$ cat src/rtl/prc_pkg.sv
package prc_pkg;
   localparam int unsigned NUM_DOM  = 13;
   localparam int unsigned NUM_CHAN = 16;

   // channel index == domain index for the individual requests
   localparam int unsigned CH_DMA    = 0;
   localparam int unsigned CH_WDT    = 1;
   localparam int unsigned CH_GPIO   = 2;
   localparam int unsigned CH_I2C1   = 11;
   localparam int unsigned CH_PERIPH = 13;
   localparam int unsigned CH_SOFT   = 14;
   localparam int unsigned CH_SYS    = 15;

   // bit position of every channel in word A (I2C1 lives in word B)
   localparam int unsigned POS_A [NUM_CHAN] =
      '{0, 1, 2, 5, 6, 7, 11, 12, 13, 14, 16, 0, 17, 30, 29, 31};
   localparam int unsigned POS_B_I2C1 = 0;

   localparam logic [NUM_DOM-1:0] SOFT_MASK   =
      {NUM_DOM{1'b1}} ^ (NUM_DOM'(1) << CH_WDT);
   localparam logic [NUM_DOM-1:0] PERIPH_MASK =
      SOFT_MASK ^ (NUM_DOM'(1) << CH_GPIO);
endpackage

$ cat src/rtl/prc_pulse_timer.sv
module prc_pulse_timer #(
   parameter int unsigned PULSE_LEN = 8
) (
   input  logic clk,
   input  logic por_n,
   input  logic start,
   output logic busy
);
   localparam int unsigned CW = (PULSE_LEN > 1) ? $clog2(PULSE_LEN) : 1;

   logic [CW-1:0] remain;

   always_ff @(posedge clk or negedge por_n) begin
      if (!por_n) begin
         busy   <= 1'b0;
         remain <= '0;
      end else if (!busy) begin
         if (start) begin
            busy   <= 1'b1;
            remain <= CW'(PULSE_LEN - 1);
         end
      end else if (remain == '0) begin
         busy <= 1'b0;
      end else begin
         remain <= remain - 1'b1;
      end
   end
endmodule

$ cat src/rtl/prc_regs.sv
module prc_regs
   import prc_pkg::*;
#(
   parameter int unsigned ADDR_W = 8,
   parameter int unsigned OFF_A  = 'h04,
   parameter int unsigned OFF_B  = 'h44
) (
   input  logic                bus_sel,
   input  logic                bus_we,
   input  logic [ADDR_W-1:0]   bus_addr,
   input  logic [31:0]         bus_wdata,
   input  logic [NUM_CHAN-1:0] busy,
   output logic [NUM_CHAN-1:0] start,
   output logic [31:0]         bus_rdata
);
   logic hit_a, hit_b;

   assign hit_a = bus_sel && (bus_addr == ADDR_W'(OFF_A));
   assign hit_b = bus_sel && (bus_addr == ADDR_W'(OFF_B));

   for (genvar c = 0; c < NUM_CHAN; c++) begin : g_start
      if (c == CH_I2C1) begin : g_word_b
         assign start[c] = hit_b && bus_we && bus_wdata[POS_B_I2C1];
      end else begin : g_word_a
         assign start[c] = hit_a && bus_we && bus_wdata[POS_A[c]];
      end
   end

   always_comb begin
      bus_rdata = '0;
      if (hit_a && !bus_we) begin
         for (int c = 0; c < NUM_CHAN; c++) begin
            if (c != CH_I2C1) bus_rdata[POS_A[c]] = busy[c];
         end
      end
      if (hit_b && !bus_we) bus_rdata[POS_B_I2C1] = busy[CH_I2C1];
   end
endmodule

$ cat src/rtl/prc_fanout.sv
module prc_fanout
   import prc_pkg::*;
(
   input  logic [NUM_CHAN-1:0] busy,
   output logic [NUM_DOM-1:0]  rst_dom,
   output logic                rst_cpu
);
   for (genvar d = 0; d < NUM_DOM; d++) begin : g_dom
      assign rst_dom[d] = busy[d] | busy[CH_SYS]
                        | (PERIPH_MASK[d] & busy[CH_PERIPH])
                        | (SOFT_MASK[d]   & busy[CH_SOFT]);
   end
   assign rst_cpu = busy[CH_SYS];
endmodule

$ cat src/rtl/periph_reset_ctrl.sv
module periph_reset_ctrl
   import prc_pkg::*;
#(
   parameter int unsigned PULSE_LEN = 8,
   parameter int unsigned ADDR_W    = 8,
   parameter int unsigned OFF_A     = 'h04,
   parameter int unsigned OFF_B     = 'h44
) (
   input  logic               clk,
   input  logic               por_n,
   input  logic               bus_sel,
   input  logic               bus_we,
   input  logic [ADDR_W-1:0]  bus_addr,
   input  logic [31:0]        bus_wdata,
   output logic [31:0]        bus_rdata,
   output logic [NUM_DOM-1:0] rst_dom,
   output logic               rst_cpu
);
   if (PULSE_LEN < 1) begin : g_bad_len
      $error("PULSE_LEN must be at least 1");
   end
   if (OFF_A == OFF_B || (OFF_A % 4) != 0 || (OFF_B % 4) != 0) begin : g_bad_off
      $error("word offsets must differ and be word aligned");
   end
   if (OFF_A >= (1 << ADDR_W) || OFF_B >= (1 << ADDR_W)) begin : g_bad_aw
      $error("ADDR_W too narrow for the word offsets");
   end

   logic [NUM_CHAN-1:0] start;
   logic [NUM_CHAN-1:0] busy;

   prc_regs #(.ADDR_W(ADDR_W), .OFF_A(OFF_A), .OFF_B(OFF_B)) u_regs (
      .bus_sel  (bus_sel),
      .bus_we   (bus_we),
      .bus_addr (bus_addr),
      .bus_wdata(bus_wdata),
      .busy     (busy),
      .start    (start),
      .bus_rdata(bus_rdata)
   );

   for (genvar c = 0; c < NUM_CHAN; c++) begin : g_chan
      prc_pulse_timer #(.PULSE_LEN(PULSE_LEN)) u_tmr (
         .clk  (clk),
         .por_n(por_n),
         .start(start[c]),
         .busy (busy[c])
      );
   end

   prc_fanout u_fan (
      .busy   (busy),
      .rst_dom(rst_dom),
      .rst_cpu(rst_cpu)
   );
endmodule

$ cat config.mk
export PLATFORM = sky130hd
export DESIGN_NAME = periph_reset_ctrl
export DESIGN_NICKNAME = d
export VERILOG_FILES = /design/src/rtl/prc_pkg.sv /design/src/rtl/prc_pulse_timer.sv /design/src/rtl/prc_regs.sv /design/src/rtl/prc_fanout.sv /design/src/rtl/periph_reset_ctrl.sv
export SDC_FILE = /design/constraint.sdc
export NUM_CORES = 1
export LEC_CHECK = 0
export BUFFER_PORTS_ARGS = -buffer_cell sky130_fd_sc_hd__clkbuf_2
export CAP_MARGIN = 20
export CORE_AREA = 5 5 98 90
export CTS_BUF_LIST = sky130_fd_sc_hd__clkbuf_4 sky130_fd_sc_hd__clkbuf_8
export CTS_CLUSTER_DIAMETER = 50
export CTS_CLUSTER_SIZE = 30
export DETAILED_ROUTE_END_ITERATION = 8
export DIE_AREA = 0 0 103 95
export PLACE_DENSITY = 0.79
export SYNTH_ARGS = -nofsm -noshare
export SYNTH_HDL_FRONTEND = slang
export SYNTH_SLANG_ARGS = --single-unit
$ cat constraint.sdc
create_clock -name clk -period 2.9 [get_ports clk]
set_clock_uncertainty 0.05 [all_clocks]
set_input_delay 0.58 -clock clk [delete_from_list [all_inputs] [get_ports clk]]
set_output_delay 0.58 -clock clk [all_outputs]
set_load 0.02 [all_outputs]
# Yosys cells after proc, flatten, opt, wreduce, memory -nomap -nowiden
# Cells that the tools add are included.
# W data, S select, Z words.
# word_totals
input_bits	44
output_inout_bits	46
regBits	64
wordCells	275
# op_classes
n_bitwise	36
reduce_logical	71
mux	102
n_eq_ne	18
add_sub_neg	16
# op_table
op	n
$mux W3	51
$mux W1	49
$logic_not A3 Y1	16
$sub A3 B1 Y3 const B	16
$or A1 B1 Y1	36
$ne A2 B2 Y1 const B	16
$reduce_and A2 Y1	16
$reduce_bool A2 Y1	16
$logic_and A1 B1 Y1	22
$eq A8 B3 Y1 const B	1
$eq A8 B7 Y1 const B	1
$mux W4	1
$mux W2	1
$logic_not A1 Y1	1

# Longest topological paths before layout
# depth
word_depth	6
ltp_mapped	5
depth_no_buf	5

# Hierarchy
# Synthesis repeated with hierarchy kept, for this count alone.
# unflattened
cells_unflattened	465
hier_area_um2	4907.2
# modules_own_cells
mod	area_per_inst_um2	cells_each	seq_area_each_um2	instances
prc_pulse_timer	251.5	22	100.1	16
prc_regs	759.5	96	0.0	1
prc_fanout	123.9	17	0.0	1

# Worst setup path after synthesis
# No wires, ideal clock.
# synth_timing
kind	input to output
from	in bus_addr[7]
to	out bus_rdata[0]
slack_ps	534
n_path_buf	2
t_arrival_ps	1736
required_time_ps	2270
cell_stages	5
cell_sequence	nor4b_4 > buf_6 > buf_12 > nand2_1 > nor3_1
# synth_via
elab_chain_cells	5
elab_cells_between_ends	8
cone_classes	eq/ne: 2; mux: 2; reduce/logical: 4
# synth_rtl
item	line_no	source
start, declared	periph_reset_ctrl.sv:13	input logic [ADDR_W-1:0] bus_addr,
$eq A8 B3 Y1	prc_regs.sv:18	assign hit_a = bus_sel && (bus_addr == ADDR_W'(OFF_A));
$logic_and A1 B1 Y1	prc_regs.sv:18	
$logic_and A1 B1 Y1	prc_regs.sv:31	if (hit_a && !bus_we) begin
$mux W3	prc_regs.sv:31	
$mux W1 *	prc_regs.sv:36	if (hit_b && !bus_we) bus_rdata[POS_B_I2C1] = busy[CH_I2C1];
end, declared	periph_reset_ctrl.sv:15	output logic [31:0] bus_rdata,
# Every way passes the cells marked *; elsewhere a longest branch is shown, timed or not.

# Worst setup path after layout
# layout_timing
from	in bus_addr[3]
to	out bus_rdata[0]
# The elaborated chain is that of the path after synthesis.

==> metrics <==
Clock Tree Buf Depth=2; mean post-synth cell area=a little under 10 sq um; Fin. Hold Viols=0; vias per cell=5.28; WL/cell=~14 um; clock-pin slew on the worst setup and hold paths=~70 ps; CTS Buf Count=9; ranking of synthesized cells by area=dfrtp_1 39%, ha_1 9.7%, nand2b_1 4.3%; GRT Total Usage=0.184; row cnt=31; number of antenna diodes=0; IO buf count=55; die area=between 0.009 and 0.01 sq mm; Lkg Pwr=0.00243 uW; Root Driver=clkbuf_8; CP Class=in2out; P per Cell Area=413 mW/mm^2; final-report setup violation count=0; Util after Layout=0.580; clock period minus worst slack=2540 ps; clk_lat worst skew=between 300 and 400 ps; Worst IR Drop VDD=between 0.0002 and 0.0003 V; CP peak stage delay=390 ps; leading area contributor after synthesis=dfrtp_1; crit share post-route=0.877; worst relative slew slack=0.534; IO Pins=90; number of hold buffers added after cts=0; Filler cells=~700; most frequent cell after synthesis=dfrtp_1; CTS tree=done; sequential share of the synthesized area=0.390; initial antenna violation count=0; Post-synth EDFFs=0; fmax=393 MHz; Initial Utilization=0.524; vias=~3,100; hold crit path type=in2async; critical path startpoint category=input port; crit path max fanout=19; cell family with most CP delay=buffers and inverters; Critical-path top delay cell=buf_4; max-cap violations=0; actual slew at the worst max-slew pin=about 700 ps; Main synth FF type=dfrtp_1; critical-path cell list=clkbuf_2 -> nor4b_4 -> buf_4 -> nand2_1 -> nor3_1 -> clkbuf_2; initial drt markers=103; GPL Wtd Cong=~0.8; first-pass GRT wire length=about 14,000 um; RSZ-0062 raised after global routing=false; # resized after CTS=0; TritonRoute pass-1 iters=4; Slew Limit Fails=0; status=finished clean; share of cells above drive strength 1=0.203; Seq. cell area=~0.0016 sq mm; H-tree Lvls=3; Final ANT Viol Nets=0; core area=0.00784 sq mm; HPWL after DPL=about 6200 um; CP most frequent cell=clkbuf_2; Synth top cells by count=64 x dfrtp_1, 46 x nand2_1, 33 x inv_1, 32 x ha_1, 28 x nand2b_1; Arrival @ worst endpoint=1910 ps; ys async rst share=1.00; Remaining Overflow, GRT=0; CP Capture Type=output port; Post-Syn Area=between 0.004 and 0.005 sq mm; CP Buf/Inv Count=3; CTS sink cnt=64; Yosys cell types=40; Die X=slightly above 100 um; post-CTS setup buffer count=0; setup TNS=0 ps; yosys warns=0; Area Growth Syn to Fin=10.6%; Synth top area share=0.390; vias in the first global route=3,068; Nets=between 500 and 600; largest net degree at the start of global routing=27; synthesized instance count=423; critical path required time=between 2000 and 2500 ps; flop and latch count out of synthesis=64; Post-Route WL=about 8400 um; Residual DRC=0; area of the multi-input gates=0.00222 sq mm; die height=between 90 and 100 um
==> layout make-up <==
cell class / instances / area share
Clock inverter: 1 / 0.00110
Inverter: 33 / 0.0273
Multi-Input combinational cell: 311 / 0.488
Clock buffer: 13 / 0.0353
Tap cell: 99 / 0.0273
Timing Repair Buffer: 60 / 0.0689
Sequential cell: 64 / 0.353
==> worst register-to-register path: stages, from the launching register on <==
cell	delay (ps)
dfrtp_1	390
inv_1	70
ha_1	210
nand2b_1	130
mux2_2	350
a22oi_1	190
==> power breakdown <==
group | internal, uW | switching, uW | total (uW)
Clock | 352 | 317 | 668
Sequential | 923 | 17.4 | 940
Combinational | 105 | 162 | 266
==> metal layers <==
metal,routed length [um],share of wire,up-vias,global-route usage
li1,-,-,1513,-
met1,3520,0.42,1460,0.218
met2,4120,0.49,85,0.318
met3,649,0.077,8,0.0598
met4,107,0.013,0,0.0518
met5,0,0,-,0
==> sequential cells by signal (all words and copies together) (netlist names) <==
register / count
g_chan.u_tmr.remain: 48
g_chan.u_tmr.busy: 16
==> logic make-up after synthesis <==
logic type	synth area share
AOI/OAI and AO/OA	0.0944
other	0.000913
buffers and inverters	0.0868
adders and majority gates	0.0974
muxes	0.0432
and+or+nand+nor	0.277
DFF	0.390
xor gates and xnor gates	0.0107
==> through the flow <==
step	setup WS (ps)	total power (uW)	cells	area [sq um]	hold WS, ps
floorplan	534	1160	439	4170	234
global placement	338	1210	567	4380	449
detailed placement	315	1220	567	4380	457
CTS	315	1890	581	4540	240
global route	250	1970	581	4540	263
finish	356	1880	581	4540	226
==> final timing paths <==
kind / from / to / slack [ps] / cells after the start
max: bus_addr[3] / bus_rdata[0] / 360 / 6
min in group clk: bus_wdata[1] / g_chan[1].u_tmr.busy / 460 / 3
min reg2reg: g_chan[13].u_tmr.remain[2] / g_chan[13].u_tmr.remain[2] / 460 / 2
max in group asynchronous: por_n / g_chan[13].u_tmr.busy / 1820 / 2
max reg2reg: g_chan[2].u_tmr.remain[0] / g_chan[2].u_tmr.remain[1] / 1420 / 5
min: por_n / g_chan[1].u_tmr.remain[2] / 230 / 1
==> cell usage in the layout, fill, tap and decap left out, drive strengths merged, types with 2 or more instances in the layout <==
master    n
nand2b   28
o211ai    2
and2     14
conb     17
nand3     5
and3     16
clkbuf   68
a31oi    10
nor4bb    8
mux2i    11
buf       5
dfrtp    64
nor2     25
and4bb    5
mux2      6
a22oi     9
inv      33
nor3      3
nand4    12
o21ai    11
ha       32
a21oi    19
nor4b     2
and2b     2
nand2    46
xnor2     5
a2bb2oi   2
nor2b     8
a21boi    8
Power figures use the tool's default switching activity.
